**src/rtl/fsc_pkg.sv**
```systemverilog
package fsc_pkg;
  typedef enum logic [1:0] {
    CLS_NONE  = 2'd0,
    CLS_SHORT = 2'd1,
    CLS_LONG  = 2'd2
  } field_cls_e;

  localparam int NUM_STD = 2;
  localparam int IDX_SHORT = 0;
  localparam int IDX_LONG  = 1;
endpackage

```
**src/rtl/fsc_line_meter.sv**
```systemverilog
module fsc_line_meter #(
  parameter int MAX_LINES = 400,
  parameter int CNT_W = 10
) (
  input  logic             clk,
  input  logic             rst_n,
  input  logic             line_tick,
  input  logic             vpulse,
  output logic             meas_ok,
  output logic [CNT_W-1:0] meas_len
);
  localparam logic [CNT_W-1:0] LIMIT = CNT_W'(MAX_LINES + 1);
  localparam logic [CNT_W-1:0] ACCEPT = CNT_W'(MAX_LINES);

  logic [CNT_W-1:0] cnt_q;
  logic [CNT_W-1:0] len_now;
  logic             have_ref_q;

  assign len_now  = cnt_q + {{(CNT_W-1){1'b0}}, line_tick};
  assign meas_len = len_now;
  assign meas_ok  = vpulse && have_ref_q && (len_now <= ACCEPT);

  always_ff @(posedge clk or negedge rst_n) begin
    if (!rst_n) begin
      cnt_q      <= '0;
      have_ref_q <= 1'b0;
    end else if (vpulse) begin
      cnt_q      <= '0;
      have_ref_q <= 1'b1;
    end else if (len_now > LIMIT) begin
      cnt_q <= LIMIT;
    end else begin
      cnt_q <= len_now;
    end
  end
endmodule

```
**src/rtl/fsc_range_judge.sv**
```systemverilog
module fsc_range_judge
  import fsc_pkg::*;
#(
  parameter int CNT_W = 10,
  parameter int SHORT_TIGHT_LO = 262,
  parameter int SHORT_TIGHT_HI = 264,
  parameter int LONG_TIGHT_LO = 312,
  parameter int LONG_TIGHT_HI = 314,
  parameter int SHORT_LOOSE_LO = 250,
  parameter int SHORT_LOOSE_HI = 275,
  parameter int LONG_LOOSE_LO = 300,
  parameter int LONG_LOOSE_HI = 325,
  parameter int MID_LINES = 287
) (
  input  logic [CNT_W-1:0] len,
  input  logic             narrow,
  output field_cls_e       cls,
  output logic             below_mid
);
  localparam logic [CNT_W-1:0] STL = CNT_W'(SHORT_TIGHT_LO);
  localparam logic [CNT_W-1:0] STH = CNT_W'(SHORT_TIGHT_HI);
  localparam logic [CNT_W-1:0] LTL = CNT_W'(LONG_TIGHT_LO);
  localparam logic [CNT_W-1:0] LTH = CNT_W'(LONG_TIGHT_HI);
  localparam logic [CNT_W-1:0] SLL = CNT_W'(SHORT_LOOSE_LO);
  localparam logic [CNT_W-1:0] SLH = CNT_W'(SHORT_LOOSE_HI);
  localparam logic [CNT_W-1:0] LLL = CNT_W'(LONG_LOOSE_LO);
  localparam logic [CNT_W-1:0] LLH = CNT_W'(LONG_LOOSE_HI);
  localparam logic [CNT_W-1:0] MID = CNT_W'(MID_LINES);

  logic [CNT_W-1:0] s_lo, s_hi, l_lo, l_hi;

  always_comb begin
    s_lo = narrow ? STL : SLL;
    s_hi = narrow ? STH : SLH;
    l_lo = narrow ? LTL : LLL;
    l_hi = narrow ? LTH : LLH;
    if (len >= s_lo && len <= s_hi)      cls = CLS_SHORT;
    else if (len >= l_lo && len <= l_hi) cls = CLS_LONG;
    else                                 cls = CLS_NONE;
  end

  assign below_mid = (len < MID);
endmodule

```
**src/rtl/fsc_vote_counter.sv**
```systemverilog
module fsc_vote_counter #(
  parameter int VOTE_W = 3
) (
  input  logic              clk,
  input  logic              rst_n,
  input  logic              step_en,
  input  logic              up,
  output logic [VOTE_W-1:0] cnt,
  output logic [VOTE_W-1:0] cnt_nxt
);
  localparam logic [VOTE_W-1:0] TOP = '1;

  always_comb begin
    cnt_nxt = cnt;
    if (step_en) begin
      if (up) cnt_nxt = (cnt == TOP) ? cnt : cnt + 1'b1;
      else    cnt_nxt = (cnt == '0)  ? cnt : cnt - 1'b1;
    end
  end

  always_ff @(posedge clk or negedge rst_n) begin
    if (!rst_n) cnt <= '0;
    else        cnt <= cnt_nxt;
  end
endmodule

```
**src/rtl/field_std_classifier.sv**
```systemverilog
module field_std_classifier
  import fsc_pkg::*;
#(
  parameter int MAX_LINES = 400,
  parameter int MID_LINES = 287,
  parameter int VOTE_W = 3,
  parameter int SET_LVL = 6,
  parameter int CLR_LVL = 2
) (
  input  logic clk,
  input  logic rst_n,
  input  logic line_tick_i,
  input  logic vpulse_i,
  input  logic narrow_win_i,
  output logic std_locked_o,
  output logic std_short_o
);
  localparam int CNT_W = $clog2(MAX_LINES + 3);
  localparam logic [VOTE_W-1:0] SET_V = VOTE_W'(SET_LVL);
  localparam logic [VOTE_W-1:0] CLR_V = VOTE_W'(CLR_LVL);

  logic             meas_ok;
  logic [CNT_W-1:0] meas_len;
  field_cls_e       cls;
  logic             below_mid;
  logic             lock_q, below_q;

  logic [NUM_STD-1:0]  match;
  logic [VOTE_W-1:0]   vote_cur [NUM_STD];
  logic [VOTE_W-1:0]   vote_nxt [NUM_STD];
  logic [VOTE_W-1:0]   vote_short, vote_long;

  fsc_line_meter #(.MAX_LINES(MAX_LINES), .CNT_W(CNT_W)) u_meter (
    .clk(clk), .rst_n(rst_n), .line_tick(line_tick_i), .vpulse(vpulse_i),
    .meas_ok(meas_ok), .meas_len(meas_len)
  );

  fsc_range_judge #(.CNT_W(CNT_W), .MID_LINES(MID_LINES)) u_judge (
    .len(meas_len), .narrow(narrow_win_i), .cls(cls), .below_mid(below_mid)
  );

  assign match[IDX_SHORT] = (cls == CLS_SHORT);
  assign match[IDX_LONG]  = (cls == CLS_LONG);

  for (genvar g = 0; g < NUM_STD; g++) begin : g_vote
    fsc_vote_counter #(.VOTE_W(VOTE_W)) u_vote (
      .clk(clk), .rst_n(rst_n), .step_en(meas_ok), .up(match[g]),
      .cnt(vote_cur[g]), .cnt_nxt(vote_nxt[g])
    );
  end

  assign vote_short = vote_cur[IDX_SHORT];
  assign vote_long  = vote_cur[IDX_LONG];

  always_ff @(posedge clk or negedge rst_n) begin
    if (!rst_n) begin
      lock_q  <= 1'b0;
      below_q <= 1'b0;
    end else if (meas_ok) begin
      below_q <= below_mid;
      if (vote_nxt[IDX_SHORT] >= SET_V || vote_nxt[IDX_LONG] >= SET_V)
        lock_q <= 1'b1;
      else if (vote_nxt[IDX_SHORT] <= CLR_V && vote_nxt[IDX_LONG] <= CLR_V)
        lock_q <= 1'b0;
    end
  end

  assign std_locked_o = lock_q;
  assign std_short_o  = lock_q ? (vote_short > vote_long) : below_q;
endmodule

```
**config.mk**
```make
export PLATFORM = sky130hd
export DESIGN_NAME = field_std_classifier
export DESIGN_NICKNAME = d
export VERILOG_FILES = /design/src/rtl/fsc_pkg.sv /design/src/rtl/fsc_line_meter.sv /design/src/rtl/fsc_range_judge.sv /design/src/rtl/fsc_vote_counter.sv /design/src/rtl/field_std_classifier.sv
export SDC_FILE = /design/constraint.sdc
export NUM_CORES = 1
export LEC_CHECK = 0
export ABC_AREA = 1
export BUFFER_PORTS_ARGS = -buffer_cell sky130_fd_sc_hd__buf_2
export CAP_MARGIN = 5
export CELL_PAD_IN_SITES_DETAIL_PLACEMENT = 1
export CELL_PAD_IN_SITES_GLOBAL_PLACEMENT = 1
export CORE_MARGIN = 8
export CORE_UTILIZATION = 49
export CTS_CLUSTER_SIZE = 25
export DETAILED_ROUTE_END_ITERATION = 6
export GPL_TIMING_DRIVEN = 0
export PLACE_DENSITY_LB_ADDON = 0.1
export SYNTH_ARGS = -nofsm -noshare
export SYNTH_HDL_FRONTEND = slang
export SYNTH_SLANG_ARGS = --single-unit
```
**constraint.sdc**
```tcl
create_clock -name clk -period 3.7 [get_ports clk]
set_input_delay 0.74 -clock clk [delete_from_list [all_inputs] [get_ports clk]]
set_output_delay 0.74 -clock clk [all_outputs]
set_load 0.01 [all_outputs]
```
## Word level (Yosys, flattened, before mapping)

Index checks and enable logic that the tools add are counted.

| word-level totals | value |
|---|---|
| flip-flop bits (word level) | 18 |
| input bits | 5 |
| word-level logic and storage cells | 56 |

| cells by class | value |
|---|---|
| reductions and logical operators | 10 |
| equality and inequality tests | 4 |
| $lt $le $gt $ge | 12 |
| add/sub/neg operators | 5 |
| multiplexer cells | 19 |

Operators with widths:

| operator | number |
|---|---|
| two-way mux 9 bit | 3 |
| two-way mux 3 bit | 8 |
| >= comparator 9 bit | 2 |
| <= comparator 9 bit | 2 |
| two-way mux 5 bit | 2 |
| adder 9 x 1 -> 9 bit | 1 |
| greater-than comparator 9 bit, second input constant | 1 |
| <= comparator 9 bit, second input constant | 1 |
| less-than comparator 9 bit, second input constant | 1 |
| two-way mux 7 bit | 1 |
| adder 3 x 1 -> 3 bit, second input constant | 2 |
| equality test 3 bit, second input constant | 2 |
| >= comparator 3 bit, second input constant | 2 |
| <= comparator 3 x 2 -> 1 bit, second input constant | 2 |
| logical NOT 3 bit | 2 |
| subtractor 3 x 1 -> 3 bit, second input constant | 2 |
| logical AND 1 bit | 5 |
| two-way mux 2 bit | 2 |
| greater-than comparator 3 bit | 1 |
| two-way mux 1 bit | 3 |
| equality test 2 x 1 -> 1 bit, second input constant | 1 |
| equality test 2 bit, second input constant | 1 |
| AND reduction 2 bit | 1 |
| nonzero test 2 bit | 1 |
| logical OR 1 bit | 1 |

## Longest topological paths before layout

Gate-level depths: netlist of the first run.

| logic depth | value |
|---|---|
| word-level depth | 12 |
| mapped depth | 23 |

## By module

Synthesis of the first run repeated with hierarchy kept, for this count alone.

| unflattened totals | value |
|---|---|
| cell total of the unflattened synthesis | 282 |
| area, all modules | 1875.5 µm² |

Modules (own cells, without submodules):

| module | times used | area an instance (µm²) | cells each |
|---|---|---|---|
| fsc_line_meter | 1 | 654.4 | 83 |
| fsc_range_judge | 1 | 540.5 | 101 |
| fsc_vote_counter (g_vote[1].u_vote) | 1 | 239.0 | 31 |
| fsc_vote_counter (g_vote[0].u_vote) | 1 | 230.2 | 32 |
| field_std_classifier | 1 | 211.5 | 35 |

## Worst setup path after synthesis of the first run

Ideal clock, no wire load.

| timing | value |
|---|---|
| path kind | input port to flip-flop |
| from | input line_tick_i |
| to | register lock_q, in the netlist std_locked_o |
| cell stages on the path | 21 |
| data arrival time | 2.755 ns |
| slack | 0.829 ns |
| buffers on the path | 0 |
| data required time | 3.583 ns |
| path through | ha_1 ha_1 nand2_2 nor2_4 nand2_1 nand2_1 inv_2 ha_1 inv_1 a21oi_1 nand3_1 nand3_1 nand3_2 nand2_2 nand3_1 nand2_1 nand2_1 nor2_1 nand3_1 nand2_1 nand2_1 |

| on the way | value |
|---|---|
| word-level cells in the longest chain between the ends | 12 |

RTL lines:

| element | RTL line | source |
|---|---|---|
| from (decl) | field_std_classifier.sv:12 | `input logic line_tick_i,` |
| adder 9 x 1 -> 9 bit * | fsc_line_meter.sv:19 | `assign len_now = cnt_q + {{(CNT_W-1){1'b0}}, line_tick};` |
| >= comparator 9 bit or <= comparator 9 bit (tied branches) | fsc_range_judge.sv:38 | `else if (len >= l_lo && len <= l_hi) cls = CLS_LONG;` |
| logical AND 1 bit | fsc_range_judge.sv:38 |  |
| two-way mux 2 bit | fsc_range_judge.sv:38 |  |
| two-way mux 2 bit | fsc_range_judge.sv:37 | `if (len >= s_lo && len <= s_hi) cls = CLS_SHORT;` |
| equality test 2 x 1 -> 1 bit or equality test 2 bit (tied branches) | field_std_classifier.sv:42, field_std_classifier.sv:43 |  |
| two-way mux 3 bit | fsc_vote_counter.sv:16 | `if (up) cnt_nxt = (cnt == TOP) ? cnt : cnt + 1'b1;` |
| two-way mux 3 bit | fsc_vote_counter.sv:15 | `if (step_en) begin` |
| >= comparator 3 bit or <= comparator 3 x 2 -> 1 bit (tied branches) | field_std_classifier.sv:61, field_std_classifier.sv:63 |  |
| logical OR 1 bit or logical AND 1 bit (tied branches) | field_std_classifier.sv:61, field_std_classifier.sv:63 |  |
| nonzero test 2 bit (no line) | -- |  |
| AND reduction 2 bit (no line) | -- |  |
| to (signal assigned) | field_std_classifier.sv:57 | `lock_q <= 1'b0;` |
| to (signal assigned) | field_std_classifier.sv:62 | `lock_q <= 1'b1;` |
| to (signal assigned) | field_std_classifier.sv:64 | `lock_q <= 1'b0;` |
| to (decl) | field_std_classifier.sv:26 | `logic lock_q, below_q;` |

Every way passes the cells marked *; elsewhere a longest branch is shown, timed or not.
A chain may end at the register's enable or synchronous reset.

## Worst setup path in the final report of the first run

| timing | value |
|---|---|
| from | input line_tick_i |
| to | register lock_q, in the netlist std_locked_o |

| on the way | value |
|---|---|
| word-level cells in the longest chain between the ends | 12 |

RTL lines:

| element | RTL line | source |
|---|---|---|
| adder 9 x 1 -> 9 bit * | fsc_line_meter.sv:19 |  |
| >= comparator 9 bit or <= comparator 9 bit (tied branches) | fsc_range_judge.sv:38 |  |
| logical AND 1 bit | fsc_range_judge.sv:38 |  |
| two-way mux 2 bit | fsc_range_judge.sv:38 |  |
| two-way mux 2 bit | fsc_range_judge.sv:37 |  |
| equality test 2 x 1 -> 1 bit | field_std_classifier.sv:42 | `assign match[IDX_SHORT] = (cls == CLS_SHORT);` |
| two-way mux 3 bit | fsc_vote_counter.sv:16 |  |
| two-way mux 3 bit * | fsc_vote_counter.sv:15 |  |
| via g_vote[0].u_vote.cnt_nxt[2] | fsc_vote_counter.sv:9 | `output logic [VOTE_W-1:0] cnt_nxt` |
| >= comparator 3 bit or <= comparator 3 x 2 -> 1 bit (tied branches) | field_std_classifier.sv:61, field_std_classifier.sv:63 |  |
| logical OR 1 bit or logical AND 1 bit (tied branches) | field_std_classifier.sv:61, field_std_classifier.sv:63 |  |
| nonzero test 2 bit (no line) | -- |  |
| AND reduction 2 bit (no line) | -- |  |

Mark *: on every way through the listed nets, which the timed path passes. The rest lies on a longest branch.

==> results of run 1 <==
## worst max path at each step
stage	start	to	cells after the start
floorplan	line_tick_i	std_locked_o	21
global placement	line_tick_i	std_locked_o	23
detailed placement	line_tick_i	std_locked_o	23
CTS	line_tick_i	std_locked_o	22
global route	line_tick_i	std_locked_o	22
finish	line_tick_i	std_locked_o	23
## worst max-delay path: cells and delay by family
| family | cells | cell delay [ns] |
|---|---|---|
| AND/OR/NAND/NOR | 16 | 1.44 |
| adder cells (fa/ha/maj) | 3 | 0.71 |
| buffers and inverters | 3 | 0.26 |
| AO/OA/AOI/OAI | 1 | 0.20 |
## power breakdown
part	switching, mW	leakage, nW	internal [mW]
registers	0.0521	0.229	0.238
logic	0.309	0.880	0.203
clock network	0.0655	0.0288	0.0945
## area by class of cell
cell class	count	area share, %
well taps	50	3.01
repair buffers	6	1.45
multi-input cells	228	64.4
inverters	37	6.81
clock buffers	4	2.65
flip-flops and latches	18	21.7
## layer usage
| metal | wire length [um] | track usage [%] | vias up |
|---|---|---|---|
| met1 | 2310 | 20.3 | 824 |
| met4 | 76 | 5.93 | 0 |
| met5 | 0 | 0 | - |
| met3 | 17 | 1.02 | 7 |
| met2 | 2010 | 25.0 | 8 |
| li1 | - | - | 921 |
## flip-flops by register name, indices dropped and copies added (netlist names)
name                cells
std_locked_o            1
below_q                 1
g_vote.u_vote.cnt       6
u_meter.have_ref_q      1
u_meter.cnt_q           9
## kinds of logic (layout without fill, tap and decap cells)
kind of cell | Yosys count | after routing | share of synthesized area (%)
buffers and inverters | 37 | 47 | 7.33
AOI/OAI and AO/OA | 26 | 26 | 7.20
DFF | 18 | 18 | 23.4
and+or+nand+nor | 170 | 170 | 42.1
adders and majority gates | 28 | 28 | 18.2
xor gates and xnor gates | 4 | 4 | 1.82
## cells in the mapped netlist
| library cell | instances | share of area (%) |
|---|---|---|
| xor2_1 | 4 | 1.8 |
| and3_1 | 1 | 0.32 |
| dfrtp_1 | 18 | 23 |
| a21oi_1 | 11 | 2.9 |
| nor2_1 | 26 | 5.1 |
| or2_2 | 2 | 0.65 |
| nand4_1 | 2 | 0.65 |
| inv_2 | 2 | 0.39 |
| nand3_2 | 3 | 1.6 |
| nor2_4 | 3 | 1.8 |
| o21ai_2 | 1 | 0.45 |
| nand3b_1 | 1 | 0.39 |
| nand4_2 | 1 | 0.65 |
| nand3_1 | 26 | 6.7 |
| a31oi_1 | 2 | 0.65 |
| o21ai_0 | 11 | 2.9 |
| nor2_2 | 5 | 1.6 |
| inv_4 | 1 | 0.32 |
| inv_1 | 34 | 6.6 |
| nand2_2 | 12 | 3.9 |
| nor2_8 | 1 | 1.0 |
| nand2_4 | 2 | 1.2 |
| ha_1 | 28 | 18 |
| nand2_1 | 84 | 16 |
| nor3_1 | 1 | 0.26 |
| o21a_1 | 1 | 0.39 |
## stage by stage
stage          cell area, um2  utilization [%]  hold slack (ns)
6_report                 2080             53.4            0.404
3_5_place_dp             2020             52.0            0.463
4_1_cts                  2080             53.4            0.423
2_1_floorplan            1930                -            0.439
5_1_grt                  2080             53.4            0.436
3_3_place_gp             2020             52.0            0.457
==> impl_metrics.json, run 1 <==
{
  "track_usage_pct": 15.2,
  "path_cells": "buf_2 -> ha_1 -> ha_1 -> nand2_2 -> nor2_4 -> nand2_1 -> nand2_1 -> inv_2 -> ha_1 -> inv_1 -> a21oi_1 -> nand2_1 -> nand3_1 -> nand3_2 -> nand2_2 -> nand2_2 -> nand2_1 -> nand3_1 -> nand2_1 -> nand2_1 -> nand2_1 -> nand2_1 -> nand2_1",
  "maxCapViolations": 0,
  "cts_resized": 0,
  "syn_nets": 316,
  "grt_pass1_vias": 1766,
  "rsz0062_at_grt": "no",
  "cp_slowest_cell": "ha_1",
  "total_power_mw": 0.961,
  "synth_seq_cells": 18,
  "syn_area_um2": 1930,
  "drc": 0,
  "required_ns": 3.89,
  "die-area_um2": 6200,
  "drive_gt1_share_pct": 14.7,
  "gp_congestion": 0.806,
  "die_h_um": 78.7,
  "rrSetupSlack_ns": 0.77,
  "drt-vias-per-instance": 5.13,
  "fillerInstances": 561,
  "reg2reg_to": "std_locked_o",
  "area_delta_synth_final_pct": 7.66,
  "worstPathArrival_ns": 3.35,
  "diodes": 0,
  "wire_per_inst_um": 12.9,
  "clock_skew_ns": 0.00170,
  "grt.overflow.total": 0,
  "worst_setup_path_start_kind": "primary input",
  "vdd_drop_max_uv": 272,
  "htree_levels": 1,
  "firstDrtPassIters": 4,
  "post_cts_buffers": 0,
  "grt_max_degree": 19,
  "port_buffers": 6,
  "core_area_um2": 3880,
  "p_per_area_nw_per_um2": 463,
  "ant_nets": 0,
  "hold_viol": 0,
  "crit_path_end_kind": "flop",
  "rows": 23,
  "cts_buffers": 3,
  "drtIter0Drc": 64,
  "status": "finished clean",
  "cts_sinks": 18,
  "slew_viol_final": 0,
  "hold_path.class": "in -> async",
  "vias": 1760,
  "dpl.hpwl_um": 3730,
  "fin_ws_ns": 0.545,
  "cts_hold_buf": 0,
  "initial_core_util_pct": 49.6,
  "slew_headroom_pct": 72.4,
  "nets": 327,
  "ioPinCount": 7,
  "power.leakage_nw": 1.14,
  "reg2reg_depth": 22,
  "stdcell_count": 343,
  "avgSynthCellArea_um2": 6.81,
  "fin_crit_sh_pct": 85.3,
  "ys_warn_count": 0,
  "cts_tree": "yes",
  "syn_inst": 283,
  "r2r_start": "u_meter.cnt_q[0]",
  "worst_slew_pin_slew_ns": 0.410,
  "yosysSeqAreaShare_pct": 23.4,
  "grt_pass1_wl_um": 7730,
  "seq_area_um2": 450,
  "setup_viol": 0,
  "fin_crit_ns": 3.15,
  "pre_cts_slack_ns": 0.291,
  "cpMostUsedCell": "nand2_1",
  "setup_tns_ns": 0,
  "die_w_um": 78.7,
  "clockRootBuffer": "clkbuf_8",
  "crit_fanout": 5,
  "place_inst": 339,
  "synthDistinctLibCells": 26,
  "ctsLongestPathBuffers": 2,
  "setup.worst_path.class": "in -> reg",
  "wirelength_um": 4420,
  "multiInputGateArea_um2": 1340,
  "mostFrequentLayoutCells": "84 x nand2_1, 34 x inv_1, 28 x ha_1",
  "insertion_delay_ns": 0.25,
  "clock.fmax_mhz": 317,
  "cp_slowest_stage_delay_ns": 0.36,
  "clk_pin_slew_worst_paths_ns": 0.07,
  "final_common_cell": "nand2_1",
  "antenna_found_initial": 0
}
Power figures use the tool's default switching activity.
==> run 2: changes to the inputs <==
- CORE_UTILIZATION: 49 -> 48
- SYNTH_HIERARCHICAL: default -> 1
==> run 2 against run 1 <==
- total power is 8.0% lower
- global-route usage is 0.57 points higher
- count of clock-buffer cells in the layout is 1 lower
- clock power is 16% lower
- largest power group unchanged
- critical endpoint unchanged
- sequential cell count stayed put
- worst setup slack worse by 0.27 ns
- sequential share of layout area is 0.21 points lower
- final cell count is 0.58% lower
- wire length is 6.3% higher
- non-clock buffer count is 3 higher
==> impl_metrics.json, run 2 <==
{
  "synth_most_common_cell": "nand2_1",
  "setup.worst_path.class": "in -> reg",
  "maxCapViolations": 0,
  "vdd_drop_max_uv": 230,
  "clockRootBuffer": "clkbuf_8",
  "status": "finished clean",
  "cts_buffers": 3,
  "grt_max_degree": 19,
  "synth_seq_cells": 18,
  "worst_slew_pin_slew_ns": 0.960,
  "syn_nets": 315,
  "slew_headroom_pct": 35.8,
  "die_w_um": 78.5,
  "synthAdderAreaFrac_pct": 18.7,
  "insertion_delay_ns": 0.25,
  "clk_pin_slew_worst_paths_ns": 0.07,
  "power.leakage_nw": 1.07,
  "reg.largest.list": "u_meter/cnt_q x9, g_vote.u_vote/cnt x6",
  "area_delta_synth_final_pct": 11.7,
  "yosys.area.top_type": "dfrtp_1",
  "initial_core_util_pct": 50.5,
  "nets": 328,
  "firstDrtPassIters": 4,
  "worst_setup_path_start_kind": "primary input",
  "wirelength_um": 4700,
  "synth_top_family_by_area": "simple AND/OR/NAND/NOR gates",
  "synth.area.top_cells": "dfrtp_1 24%, ha_1 19%, nand2_1 15%",
  "htree_levels": 1,
  "hold_path.class": "in -> async",
  "largest_reg_flops": 9,
  "cts_hold_buf": 0,
  "largest_register": "u_meter/cnt_q",
  "setup_viol": 0,
  "reg2reg_depth": 22,
  "yosys.area_share.simple_pct": 38.4,
  "synthArstFlopShare_pct": 100,
  "p_per_area_nw_per_um2": 422,
  "crit_fanout": 5,
  "core_area_um2": 3720,
  "required_ns": 3.84,
  "yosysSeqAreaShare_pct": 24.0,
  "synth_top_flop_cell": "dfrtp_1",
  "hold_viol": 0,
  "cts_tree": "yes",
  "yosysTopAreaCellShare_pct": 24.0,
  "clock_skew_ns": 0.00567,
  "seq_area_um2": 450,
  "rsz0062_at_grt": "no",
  "drive_gt1_share_pct": 14.0,
  "syn_area_um2": 1880,
  "setup_tns_ns": 0,
  "diodes": 0,
  "die_h_um": 78.5,
  "rows": 22,
  "fin_crit_ns": 3.42,
  "switching_share_pct": 44.1,
  "grt_pass1_wl_um": 8170,
  "clock.fmax_mhz": 292,
  "fillerInstances": 514,
  "switchingPower_mw": 0.391,
  "ioPinCount": 7,
  "vias": 1797,
  "drt-vias-per-instance": 5.27,
  "p_comb_share_pct": 51.3,
  "port_buffers": 6,
  "pwr-share-seq_pct": 33.4,
  "final_common_cell": "nand2_1",
  "multiInputGateArea_um2": 1300,
  "ctsLongestPathBuffers": 2,
  "mostFrequentLayoutCells": "74 x nand2_1, 48 x inv_1, 28 x nor2_1",
  "antenna_found_initial": 0,
  "drtIter0Drc": 56,
  "die-area_um2": 6160,
  "crit_path_end_kind": "flop",
  "wire_per_inst_um": 13.8,
  "dpl.hpwl_um": 3790,
  "synth_compound_area_share_pct": 8.34,
  "p_int_mw": 0.494,
  "synth-edff-count": 0,
  "drc": 0,
  "ant_nets": 0,
  "total_power_mw": 0.885,
  "track_usage_pct": 15.8,
  "grt.overflow.total": 0,
  "avgSynthCellArea_um2": 6.65,
  "cts_sinks": 18,
  "synth-xor-area-share_pct": 0,
  "synth_mux_area_share_pct": 0,
  "ys_warn_count": 6,
  "synthDistinctLibCells": 26,
  "slew_viol_final": 0,
  "power_frac_clock_pct": 15.2,
  "grt_pass1_vias": 1865,
  "gp_congestion": 0.804,
  "syn_inst": 282,
  "ys_top_cells_by_count": "76 x nand2_1, 49 x inv_1, 30 x nor2_1",
  "worstPathArrival_ns": 3.56,
  "fin_crit_sh_pct": 92.5
}
-- run 2: cell types whose count changed in the layout (fill, tap and decap cells not counted), moves of 4 or more --
cell,delta
nand4_1,+4
inv_1,+14
nand2_1,-10
xor2_1,-4
nor3_1,+6
nor2_2,-4
o21ai_0,-10
nand3_1,-7
-- run 2: power groups by stage --
| stage | sequential [mW] | combinational, mW | clock (mW) |
|---|---|---|---|
| 4_1_cts | 0.294 | 0.457 | 0.136 |
| 6_report | 0.296 | 0.454 | 0.135 |
| 2_1_floorplan | 0.282 | 0.331 | 0 |
| 3_5_place_dp | 0.298 | 0.451 | 0 |
| 3_3_place_gp | 0.296 | 0.425 | 0 |
| 5_1_grt | 0.303 | 0.539 | 0.146 |
-- run 2: layout make-up --
class | instances | area share [%]
flip-flops and latches | 18 | 21.5
inverters | 52 | 9.31
plain buffers | 1 | 0.179
well taps | 48 | 2.87
clock buffers | 3 | 1.97
multi-input cells | 211 | 62.0
repair buffers | 8 | 2.15
-- run 2: what timing repair did --
action,CTS,global route
hold endpoints to repair,0,0
setup endpoints to repair,1,1
pin swaps,0,1
resized for setup,6,11
buffers inserted,0,2
-- run 2: final timing paths --
kind / from / to / slack (ns)
min in group clk: u_meter/have_ref_q / u_meter/have_ref_q / 0.48
worst min register to register: u_meter/have_ref_q / u_meter/have_ref_q / 0.48
max in group asynchronous: rst_n / u_meter/cnt_q[8] / 2.99
worst min-delay path: rst_n / u_meter/have_ref_q / 0.41
worst max register to register: u_meter/cnt_q[0] / std_locked_o / 0.49
worst max-delay path: line_tick_i / std_locked_o / 0.28
-- run 2: worst max-delay path: stages --
cell and delay [ns]:
buf_2 0.10, ha_4 0.16, ha_4 0.15, nand3_1 0.08, o21ai_1 0.17, nand2_2 0.15, ha_1 0.38, nand2_1 0.08
nand2_1 0.07, a21oi_1 0.14, nand2_1 0.10, a21oi_4 0.16, inv_1 0.09, nor2_4 0.16, inv_2 0.06, nand2_1 0.08
nand3_1 0.08, o21a_1 0.16, nor2_1 0.12, nand2_1 0.07, o21ai_1 0.18, nand2_1 0.06
-- run 2: layer usage --
layer  routed length, um  track usage [%]  vias up  part of all wire (%)
met1                2150             19.0      874                    46
li1                    -                -      907                     -
met3                  49             1.48        2                   1.0
met4                  34             4.44        0                  0.72
met2                2460             28.7       14                    52
met5                   0                0        -                     0
-- run 2: through the flow --
stage	util, %	hold slack [ns]	setup slack (ns)	cell area, um2	instances
after floorplan	-	0.437	0.344	1880	282
after global placement	52.9	0.456	-0.279	1970	336
after detailed placement	52.9	0.462	-0.410	1970	336
after CTS	54.4	0.423	0.0160	2020	339
after global routing	56.4	0.435	0.0105	2100	341
final	56.4	0.414	0.278	2100	341
-- run 2: cell families after synthesis --
family,after synthesis
DFF,18
buffers and inverters,53
AOI/OAI and AO/OA,25
adders and majority gates,28
and+or+nand+nor,158
